### config.mk
export PLATFORM = sky130hd
export DESIGN_NAME = adc_seq_ctrl
export DESIGN_NICKNAME = d
export VERILOG_FILES = /design/src/rtl/adc_seq_pkg.sv /design/src/rtl/adc_prescaler.sv /design/src/rtl/adc_sar_result.sv /design/src/rtl/adc_sequencer.sv /design/src/rtl/adc_seq_ctrl.sv
export SDC_FILE = /design/constraint.sdc
export NUM_CORES = 1
export LEC_CHECK = 0
export ABC_CLOCK_PERIOD_IN_PS = 3200
export BUFFER_PORTS_ARGS = -buffer_cell sky130_fd_sc_hd__buf_2
export CORE_MARGIN = 3
export CORE_UTILIZATION = 45
export DETAILED_ROUTE_END_ITERATION = 16
export PLACE_DENSITY_LB_ADDON = 0.15
export SLEW_MARGIN = 40
export SYNTH_ARGS = -nofsm -noshare
export SYNTH_HDL_FRONTEND = slang
export SYNTH_SLANG_ARGS = --single-unit
### constraint.sdc
create_clock -name clk -period 3.2 [get_ports clk]
set_clock_uncertainty 0.15 [all_clocks]
set_input_delay 0.64 -clock clk [delete_from_list [all_inputs] [get_ports clk]]
set_output_delay 0.64 -clock clk [all_outputs]
set_load 0.01 [all_outputs]
### src/rtl/adc_seq_pkg.sv
package adc_seq_pkg;
   typedef enum logic {
      SEQ_IDLE = 1'b0,
      SEQ_CONV = 1'b1
   } seq_state_e;

   // divide ratio minus one for a divider code; code 0 aliases code 1
   function automatic int unsigned div_term(input int unsigned code);
      int unsigned c;
      c = (code == 0) ? 1 : code;
      return (1 << c) - 1;
   endfunction

   // system cycles from a rise to the falling phase, minus one
   function automatic int unsigned div_half(input int unsigned code);
      int unsigned c;
      c = (code == 0) ? 1 : code;
      return (1 << (c - 1)) - 1;
   endfunction
endpackage

### src/rtl/adc_prescaler.sv
module adc_prescaler #(
   parameter int PSEL_W = 3,
   parameter int CNT_W  = 7
) (
   input  logic              clk,
   input  logic              rst_n,
   input  logic              en_i,
   input  logic [PSEL_W-1:0] sel_i,
   output logic              rise_o,
   output logic              fall_o,
   output logic              par_ok_o
);
   import adc_seq_pkg::*;

   localparam int NCODES = 1 << PSEL_W;

   generate
      if (CNT_W < NCODES - 1) begin : g_bad_width
         $error("adc_prescaler: CNT_W too narrow for the largest divide ratio");
      end
   endgenerate

   logic [CNT_W-1:0] term_lut [NCODES];
   logic [CNT_W-1:0] half_lut [NCODES];

   generate
      for (genvar c = 0; c < NCODES; c++) begin : g_lut
         assign term_lut[c] = CNT_W'(div_term(c));
         assign half_lut[c] = CNT_W'(div_half(c));
      end
   endgenerate

   logic [CNT_W-1:0] cnt_q;
   logic             odd_q;
   logic [CNT_W-1:0] term;
   logic [CNT_W-1:0] half;

   assign term     = term_lut[sel_i];
   assign half     = half_lut[sel_i];
   assign rise_o   = en_i && (cnt_q == term);
   assign fall_o   = en_i && (cnt_q == half);
   assign par_ok_o = !odd_q;

   always_ff @(posedge clk or negedge rst_n) begin
      if (!rst_n) begin
         cnt_q <= '0;
         odd_q <= 1'b0;
      end else if (!en_i) begin
         cnt_q <= '0;
         odd_q <= 1'b0;
      end else if (rise_o) begin
         cnt_q <= '0;
         odd_q <= !odd_q;
      end else begin
         cnt_q <= cnt_q + 1'b1;
      end
   end

   // divide ratio is at least two, so rises never come back to back
   a_r1_rise_spaced: assert property (@(posedge clk) disable iff (!rst_n)
      rise_o |=> !rise_o);
   // nothing rises in the cycle after the divider was held
   a_r1_held_quiet: assert property (@(posedge clk) disable iff (!rst_n)
      !en_i |=> !rise_o);
   // the falling phase sits strictly between rises
   a_r6_phase_excl: assert property (@(posedge clk) disable iff (!rst_n)
      !(rise_o && fall_o));
endmodule

### src/rtl/adc_sar_result.sv
module adc_sar_result #(
   parameter int RES_W = 10
) (
   input  logic             clk,
   input  logic             rst_n,
   input  logic             clr_i,
   input  logic             shift_i,
   input  logic             bit_i,
   input  logic             latch_i,
   output logic [RES_W-1:0] result_o
);
   generate
      if (RES_W < 2) begin : g_bad_res
         $error("adc_sar_result: RES_W must be at least 2");
      end
   endgenerate

   logic [RES_W-1:0] sr_q;
   logic [RES_W-1:0] res_q;

   always_ff @(posedge clk or negedge rst_n) begin
      if (!rst_n) begin
         sr_q <= '0;
      end else if (clr_i) begin
         sr_q <= '0;
      end else if (shift_i) begin
         sr_q <= {sr_q[RES_W-2:0], bit_i};
      end
   end

   always_ff @(posedge clk or negedge rst_n) begin
      if (!rst_n) begin
         res_q <= '0;
      end else if (latch_i) begin
         res_q <= sr_q;
      end
   end

   assign result_o = res_q;

   // the result register only moves on a completion edge
   a_r7_res_hold: assert property (@(posedge clk) disable iff (!rst_n)
      !latch_i |=> $stable(res_q));
endmodule

### src/rtl/adc_sequencer.sv
module adc_sequencer #(
   parameter int RES_W    = 10,
   parameter int NORM_LEN = 13,
   parameter int EXT_LEN  = 25,
   parameter int NORM_SH  = 1,
   parameter int EXT_SH   = 13
) (
   input  logic clk,
   input  logic rst_n,
   input  logic en_i,
   input  logic start_wr_i,
   input  logic free_run_i,
   input  logic diff_i,
   input  logic done_clr_i,
   input  logic rise_i,
   input  logic fall_i,
   input  logic par_ok_i,
   output logic mux_upd_o,
   output logic sample_o,
   output logic shift_o,
   output logic latch_o,
   output logic clr_sr_o,
   output logic done_o,
   output logic start_o
);
   import adc_seq_pkg::*;

   localparam int CYC_W = $clog2(EXT_LEN + 1);
   localparam logic [CYC_W-1:0] NORM_C   = CYC_W'(NORM_LEN);
   localparam logic [CYC_W-1:0] EXT_C    = CYC_W'(EXT_LEN);
   localparam logic [CYC_W-1:0] NORM_SHC = CYC_W'(NORM_SH + 1);
   localparam logic [CYC_W-1:0] EXT_SHC  = CYC_W'(EXT_SH + 1);
   localparam logic [CYC_W-1:0] RES_C    = CYC_W'(RES_W);

   generate
      if (NORM_LEN - RES_W < NORM_SH + 2) begin : g_bad_norm
         $error("adc_sequencer: normal bit window overlaps the sample point");
      end
      if (EXT_LEN - RES_W < EXT_SH + 2) begin : g_bad_ext
         $error("adc_sequencer: extended bit window overlaps the sample point");
      end
      if (EXT_LEN < NORM_LEN) begin : g_bad_len
         $error("adc_sequencer: extended conversion shorter than normal");
      end
   endgenerate

   seq_state_e       st_q;
   logic [CYC_W-1:0] cyc_q;
   logic             ext_q;
   logic             ext_pend_q;
   logic             sbit_q;
   logic             done_q;

   logic [CYC_W-1:0] cur_len;
   logic [CYC_W-1:0] cur_sh;
   logic [CYC_W-1:0] win_lo;
   logic             done_now;
   logic             idle_go;
   logic             fr_go;
   logic             cnv_start;

   assign cur_len   = ext_q ? EXT_C : NORM_C;
   assign cur_sh    = ext_q ? EXT_SHC : NORM_SHC;
   assign win_lo    = cur_len - RES_C;
   assign done_now  = en_i && (st_q == SEQ_CONV) && rise_i && (cyc_q == cur_len);
   assign idle_go   = (st_q == SEQ_IDLE) && (!diff_i || par_ok_i);
   assign fr_go     = done_now && free_run_i;
   assign cnv_start = en_i && rise_i && sbit_q && (idle_go || fr_go);

   always_ff @(posedge clk or negedge rst_n) begin
      if (!rst_n) begin
         st_q       <= SEQ_IDLE;
         cyc_q      <= '0;
         ext_q      <= 1'b0;
         ext_pend_q <= 1'b1;
      end else if (!en_i) begin
         st_q       <= SEQ_IDLE;
         cyc_q      <= '0;
         ext_pend_q <= 1'b1;
      end else if (cnv_start) begin
         st_q       <= SEQ_CONV;
         cyc_q      <= CYC_W'(1);
         ext_q      <= ext_pend_q;
         ext_pend_q <= 1'b0;
      end else if (done_now) begin
         st_q  <= SEQ_IDLE;
         cyc_q <= '0;
      end else if ((st_q == SEQ_CONV) && rise_i) begin
         cyc_q <= cyc_q + 1'b1;
      end
   end

   always_ff @(posedge clk or negedge rst_n) begin
      if (!rst_n) begin
         sbit_q <= 1'b0;
      end else if (!en_i) begin
         sbit_q <= 1'b0;
      end else if (start_wr_i) begin
         sbit_q <= 1'b1;
      end else if (done_now && !free_run_i) begin
         sbit_q <= 1'b0;
      end
   end

   always_ff @(posedge clk or negedge rst_n) begin
      if (!rst_n) begin
         done_q <= 1'b0;
      end else if (done_now) begin
         done_q <= 1'b1;
      end else if (done_clr_i) begin
         done_q <= 1'b0;
      end
   end

   assign mux_upd_o = cnv_start;
   assign clr_sr_o  = cnv_start;
   assign latch_o   = done_now;
   assign sample_o  = en_i && (st_q == SEQ_CONV) && fall_i && (cyc_q == cur_sh);
   assign shift_o   = en_i && (st_q == SEQ_CONV) && rise_i &&
                      (cyc_q >= win_lo) && (cyc_q < cur_len);
   assign done_o    = done_q;
   assign start_o   = sbit_q;

   // a conversion only begins on an ADC clock rise
   a_r2_start_on_rise: assert property (@(posedge clk) disable iff (!rst_n)
      mux_upd_o |-> rise_i);
   // the sample strobe is never on a rising phase
   a_r6_sample_mid: assert property (@(posedge clk) disable iff (!rst_n)
      sample_o |-> !rise_i);
   // completion raises the flag on the next cycle
   a_r7_flag_set: assert property (@(posedge clk) disable iff (!rst_n)
      latch_o |=> done_o);
   // single mode drops the start bit with the completion edge
   a_r9_single_clear: assert property (@(posedge clk) disable iff (!rst_n)
      (latch_o && !free_run_i && !start_wr_i) |=> !start_o);
   // free running restarts on the completion rise and keeps the start bit
   a_r10_fr_restart: assert property (@(posedge clk) disable iff (!rst_n)
      (latch_o && free_run_i) |-> (mux_upd_o && start_o));
   // no completion while disabled
   a_r11_abort_quiet: assert property (@(posedge clk) disable iff (!rst_n)
      !en_i |-> !latch_o);
   // the flag only falls through a clear write
   a_r8_flag_sticky: assert property (@(posedge clk) disable iff (!rst_n)
      (done_o && !done_clr_i) |=> done_o);
endmodule

### src/rtl/adc_seq_ctrl.sv
module adc_seq_ctrl #(
   parameter int PSEL_W   = 3,
   parameter int RES_W    = 10,
   parameter int NORM_LEN = 13,
   parameter int EXT_LEN  = 25,
   parameter int NORM_SH  = 1,
   parameter int EXT_SH   = 13
) (
   input  logic              clk,
   input  logic              rst_n,
   input  logic              enable_i,
   input  logic              start_wr_i,
   input  logic              free_run_i,
   input  logic              diff_i,
   input  logic [PSEL_W-1:0] div_sel_i,
   input  logic              cmp_i,
   input  logic              done_clr_i,
   output logic              mux_upd_o,
   output logic              sample_o,
   output logic [RES_W-1:0]  result_o,
   output logic              done_o,
   output logic              start_o
);
   localparam int CNT_W = (1 << PSEL_W) - 1;

   logic rise;
   logic fall;
   logic par_ok;
   logic shift;
   logic latch;
   logic clr_sr;

   adc_prescaler #(
      .PSEL_W (PSEL_W),
      .CNT_W  (CNT_W)
   ) u_div (
      .clk      (clk),
      .rst_n    (rst_n),
      .en_i     (enable_i),
      .sel_i    (div_sel_i),
      .rise_o   (rise),
      .fall_o   (fall),
      .par_ok_o (par_ok)
   );

   adc_sequencer #(
      .RES_W    (RES_W),
      .NORM_LEN (NORM_LEN),
      .EXT_LEN  (EXT_LEN),
      .NORM_SH  (NORM_SH),
      .EXT_SH   (EXT_SH)
   ) u_seq (
      .clk        (clk),
      .rst_n      (rst_n),
      .en_i       (enable_i),
      .start_wr_i (start_wr_i),
      .free_run_i (free_run_i),
      .diff_i     (diff_i),
      .done_clr_i (done_clr_i),
      .rise_i     (rise),
      .fall_i     (fall),
      .par_ok_i   (par_ok),
      .mux_upd_o  (mux_upd_o),
      .sample_o   (sample_o),
      .shift_o    (shift),
      .latch_o    (latch),
      .clr_sr_o   (clr_sr),
      .done_o     (done_o),
      .start_o    (start_o)
   );

   adc_sar_result #(
      .RES_W (RES_W)
   ) u_res (
      .clk      (clk),
      .rst_n    (rst_n),
      .clr_i    (clr_sr),
      .shift_i  (shift),
      .bit_i    (cmp_i),
      .latch_i  (latch),
      .result_o (result_o)
   );
endmodule

# --- Yosys cells after proc, flatten, opt, wreduce, memory -nomap -nowiden ---
# Memory sizes are Yosys's and may differ from the RTL's.
# Cells that the tools add are included.
totals:
  mem_bits_ro: 112
  n_memories: 2
  output_inout_bits: 14
  regBits: 38
  inputBits: 11
mem_list:
  columns: ["name", "words", "width", "read_ports", "rd_ports_with_merged_regs", "write_ports", "line_no", "text"]
  rows:
  - ["(name not given)", 8, 7, 1, 0, 0, "adc_prescaler.sv:38", "assign term = term_lut[sel_i];"]
  - ["(name not given)", 8, 7, 1, 0, 0, "adc_prescaler.sv:39", "assign half = half_lut[sel_i];"]
classes:
  eq_ne: 9
  muxes: 26
  addsub: 3
  magnitude_cmp: 3
  n_bitwise: 2
  reduce_logical: 24
op_table:
  columns: ["cell", "n"]
  rows:
  - ["$mux 7", 6]
  - ["$mux 5", 5]
  - ["$mux 10", 2]
  - ["$logic_and 1x1->1", 16]
  - ["$eq 7x7->1", 2]
  - ["$mux 1", 12]
  - ["$eq 5x5->1", 2]
  - ["$add 7x1->7 const B", 1]
  - ["$ne 3x1->1 const B", 2]
  - ["$add 5x1->5 const B", 1]
  - ["$ge 5x5->1", 1]
  - ["$lt 5x5->1", 1]
  - ["$sub 5x4->5 const B", 1]
  - ["$ge 4x4->1 const B", 1]
  - ["$mux 4", 1]
  - ["$ne 2x1->1 const B", 2]
  - ["$ne 4x1->1 const B", 1]
  - ["$not 3->4", 1]
  - ["$reduce_bool 2->1", 2]
  - ["$logic_not 1->1", 3]
  - ["$logic_or 1x1->1", 2]
  - ["$reduce_and 2->1", 1]
  - ["$not 1->1", 1]

# --- Depth between registers and ports, before layout ---
depth:
  ltp_word: 13
  depth_mapped: 9
  mapped_depth_nobuf: 8

# --- Cells and area by module ---
# A second synthesis with hierarchy kept.
hier_totals:
  cells_unflattened: 204
  area_unflattened_um2: 2138.3
modules_own_cells:
  columns: ["mod", "cells_per_inst", "instances", "seq_area_each_um2", "area_per_inst_um2"]
  rows:
  - ["adc_sar_result", 53, 1, 500.5, 814.5]
  - ["adc_prescaler", 82, 1, 200.2, 684.4]
  - ["adc_sequencer", 69, 1, 251.5, 639.4]

# --- Least setup slack after synthesis ---
# OpenSTA, ideal clock, no wires.
synth_timing:
  kind: "input port to output port"
  start: "input div_sel_i[0]"
  end: "output mux_upd_o"
  n_path_buf: 2
  setup_slack_ns: -0.262
  required_ns: 2.410
  cell_stages: 7
  arrival_ns: 2.672
  cell_sequence: "buf_6 > or4b_1 > o2111a_1 > a211o_1 > or2_0 > nor3_2 > buf_2"
synth_via:
  elab_chain_len: 11
  elab_cells_between_ends: 13
  classes_between: "1 x eq/ne; 2 x mux; 1 x bitwise; 8 x reduce/logical; 1 x memory"
synth_lines:
  columns: ["item", "line_no", "text"]
  rows:
  - ["start: declaration", "adc_seq_ctrl.sv:15", "input logic [PSEL_W-1:0] div_sel_i,"]
  - ["$not 3->4 (implied by the code) (*)", "adc_prescaler.sv:38", null]
  - ["$mem_v2 8x7 (*)", null, null]
  - ["$mux 7 (implied by the code) (*) (2 in series)", "adc_prescaler.sv:38", null]
  - ["$eq 7x7->1 (*)", "adc_prescaler.sv:40", "assign rise_o = en_i && (cnt_q == term);"]
  - ["$logic_and 1x1->1 (*)", "adc_prescaler.sv:40", null]
  - ["$logic_and 1x1->1 (2 in series)", "adc_sequencer.sv:65", "assign done_now = en_i && (st_q == SEQ_CONV) && rise_i && (cyc_q == cur_len);"]
  - ["$logic_and 1x1->1", "adc_sequencer.sv:67", "assign fr_go = done_now && free_run_i;"]
  - ["$logic_or 1x1->1", "adc_sequencer.sv:68", "assign cnv_start = en_i && rise_i && sbit_q && (idle_go || fr_go);"]
  - ["$logic_and 1x1->1 (*)", "adc_sequencer.sv:68", null]
  - ["end: declaration", "adc_seq_ctrl.sv:18", "output logic mux_upd_o,"]
# Every way passes the cells marked *; elsewhere a longest branch is shown, timed or not. The select of a mux whose other input is x is not followed.

# --- Worst setup path in the final report ---
layout_timing:
  start: "input div_sel_i[2]"
  end: "output mux_upd_o"
# Same word-level chain as after synthesis.

==> results by group <==
Drt
  • DR pass1 iterations: 5
  • Met3 routed WL: 147 um
  • Max Used Layer: met4
  • DRC errors left: 0
  • Via density: 5.771
  • ANT nets after route: 0
  • WL final: approximately 4400 um
  • Total length of routed met2 wires: between 2000 and 2500 um
  • Starting DRC count in detailed routing: between 50 and 60
  • DR WL/cell: 15.60 um
  • Via count: approximately 1,600
  • WL met1: approximately 2000 um

GRT
  • Pin count of the biggest net entering global routing: 39
  • Vias in the first global route: 1,580
  • GRT Residual Overflow: 0
  • First-pass GRT wire length: 7389 um
  • GR Util All Layers: 17.65%
  • Number of antenna violations at the first check in global routing: 0

Yosys
  • Register bit total from synthesis: 38
  • Synth warn: 0
  • Post-synthesis sequential area ratio: between 40% and 50%
  • Syn nets: 218
  • Dominant cell type by area after synthesis: dfrtp_1
  • Syn Area/Cell: 10.28 sq um
  • Synth Instances: 199
  • Synth area leaders: dfrtp_1, mux2i_1, mux2_2
  • Count of cell types in the netlist: 44
  • Synth top area share: 45.26%
  • Synth Cell Area: 0.002046 sq mm

Floorplan
  • Die width: between 70 and 80 um
  • Die Ht: 73.43 um
  • Rows: 23
  • Die area: 0.005391 sq mm
  • Initial core utilization: 48.69%
  • Core footprint: 0.004202 sq mm
  • I/O pin total: 25

Clock network
  • Clk_lat worst skew: 0.29 ns
  • Htree depth: 2
  • CTS Sinks: 38
  • Clock transition at path regs: 0.07 ns
  • CTS tree: yes
  • Max clock buf depth: 2
  • Root buf cell: clkbuf_8
  • CTS buffer count: 5

Layout
  • Synthesis-to-layout area growth: 15.47%
  • Fillers: 353
  • Commonest non-fill, non-tap cell in the layout: dfrtp_1
  • Share of layout cells above drive strength 1: 24.45%
  • Final #Nets: approximately 250
  • Most frequent cells in the layout: dfrtp_1, nor2_1, buf_2, mux2i_1, inv_1
  • Ant. Diodes: 0

Worst setup path
  • Endpoint type of the worst setup path: output pin
  • Max Fanout on Critical Path: 11
  • Crit path required time: 2.41 ns
  • Crit Path Class: input port to output pin
  • R2R setup slack: 0.39 ns
  • Critical Path AT: 2.31 ns
  • Critical path launch point type: input port
  • R2r startpoint: u_div.cnt_q[4]
  • R2R Path End: u_res.result_o[3]
  • Crit. Startpoint: div_sel_i[2]
  • R2R cell count: 7

Pwr
  • Max VDD drop: approximately 340 uV
  • Pwr Density: about 400 mW/mm^2
  • Leakage: 1.136 nW

Placed design
  • IO Port Bufs: 24
  • Final HPWL DP: ~3200 um
  • Routability cong.: roughly 0.77

Timing
  • Final setup viols: 0
  • Worst-Margin Slew: about 0.47 ns
  • Unrepaired setup endpoints after global routing: false
  • Min cycle time layout: 3.095 ns
  • Final hold slack: 0.1537 ns
  • Final hold vios: 0
  • Final period util: 96.73%
  • Setup_tns: 0 ns
  • Slew HR: between 60% and 70%
  • Slew Viols, Final: 0
  • Fmax: 323.1 MHz

Run
  • Max Cap Viol: 0

Worst hold path
  • Worst Hold Class: input port to asynchronous set/reset pin

Outcome
  • Status: complete, no violations
## registers in the layout, summed over array words and instances, names as in the netlist
signal and cells:
u_res.result_o 10, u_div.odd_q 1, u_seq.ext_q 1, u_div.cnt_q 7, u_res.sr_q 10, u_seq.ext_pend_q 1, u_seq.st_q 1, u_seq.done_o 1
u_seq.cyc_q 5, u_seq.start_o 1
## metal layers
| layer | vias up | global-route usage [%] |
|---|---|---|
| met5 | - | 0 |
| met3 | 5 | 4.241 |
| met1 | 808 | 21.74 |
| met4 | 0 | 5.433 |
| met2 | 28 | 30.49 |
| li1 | 769 | - |
## how the worst max path moves through the flow
stage	end	cells after the start
finish	mux_upd_o	7
global route	mux_upd_o	7
floorplan	mux_upd_o	7
detailed placement	u_res.result_o[3]	8
CTS	mux_upd_o	6
global placement	u_seq.cyc_q[4]	7
## critical path, cell delays in order
cell	delay, ns
buf_2	0.12
buf_4	0.17
or3_1	0.42
a211o_1	0.36
or2_4	0.28
nor3_4	0.15
buf_2	0.16
## report_power, final
part           leakage [nW]  internal, mW  switching, mW
combinational         0.562        0.0245         0.0378
sequential            0.517         0.485        0.00734
clock                0.0579         0.229          0.166
total                  1.14         0.738          0.211
## Yosys cell counts
master,number
nor3_2,1
a2111oi_0,1
nand4b_1,2
and3_1,2
nor3_1,4
a211o_1,1
a41oi_1,1
and2_1,1
nor2b_1,1
a32o_1,1
clkbuf_1,5
buf_6,2
a21o_1,1
ha_1,8
xnor2_1,6
nand2b_1,4
or2_0,1
mux2_2,10
a211oi_1,4
o31ai_1,2
buf_2,4
o31a_1,1
a31oi_1,1
inv_1,11
nand2_1,9
nand3_1,9
or3_1,4
o21ai_0,3
o2111a_1,2
dfstp_2,1
or2b_1,1
a22oi_1,1
a21oi_1,7
a221o_1,1
xor2_1,2
or4_1,1
dfrtp_1,37
or4b_1,2
and4b_1,1
o21bai_1,1
mux2i_1,13
nor4_1,4
nor2_1,23
o22ai_1,2
## repair_timing
item | 4_1_cts | 5_1_grt
resized for setup | 0 | 1
hold buffers | 0 | 0
setup buffers | 0 | 2
endpoints found under the setup margin | 0 | 1
## through the flow
step | worst slack [ns] | std cells | power (mW) | utilization, % | cell area [sq um]
floorplan | 0.009484 | 199 | 0.5364 | - | 2061
global placement | 0.06841 | 269 | 0.5606 | 53.19 | 2235
detailed placement | 0.02166 | 269 | 0.5635 | 53.19 | 2235
CTS | 0.03445 | 277 | 0.9644 | 55.78 | 2344
global route | 0.03042 | 279 | 0.9943 | 56.22 | 2362
finish | 0.1048 | 279 | 0.9497 | 56.22 | 2362
## final cells by class
class / instances / area, sq um / area share (%)
Sequential cell: 38 / 953.4 / 40.36
Tap cell: 50 / 62.56 / 2.648
Inverter: 11 / 41.29 / 1.748
Timing Repair Buffer: 33 / 190.2 / 8.051
Clock buffer: 5 / 68.82 / 2.913
Clock inverter: 3 / 40.04 / 1.695
Multi-Input combinational cell: 139 / 1006 / 42.58
## kinds of logic (layout without fill, tap and decap cells)
kind of cell    count (synthesis)  after routing  synth area share, %
mux                            23             23                11.87
compound gates                 30             30                10.46
fa+ha+maj                       8              8                4.893
buf+inv                        22             52                5.015
simple gates                   70             70                17.80
flops                          38             38                46.54
xor+xnor                        8              8                3.425
Note: power is estimated with default switching activity, not from simulation.
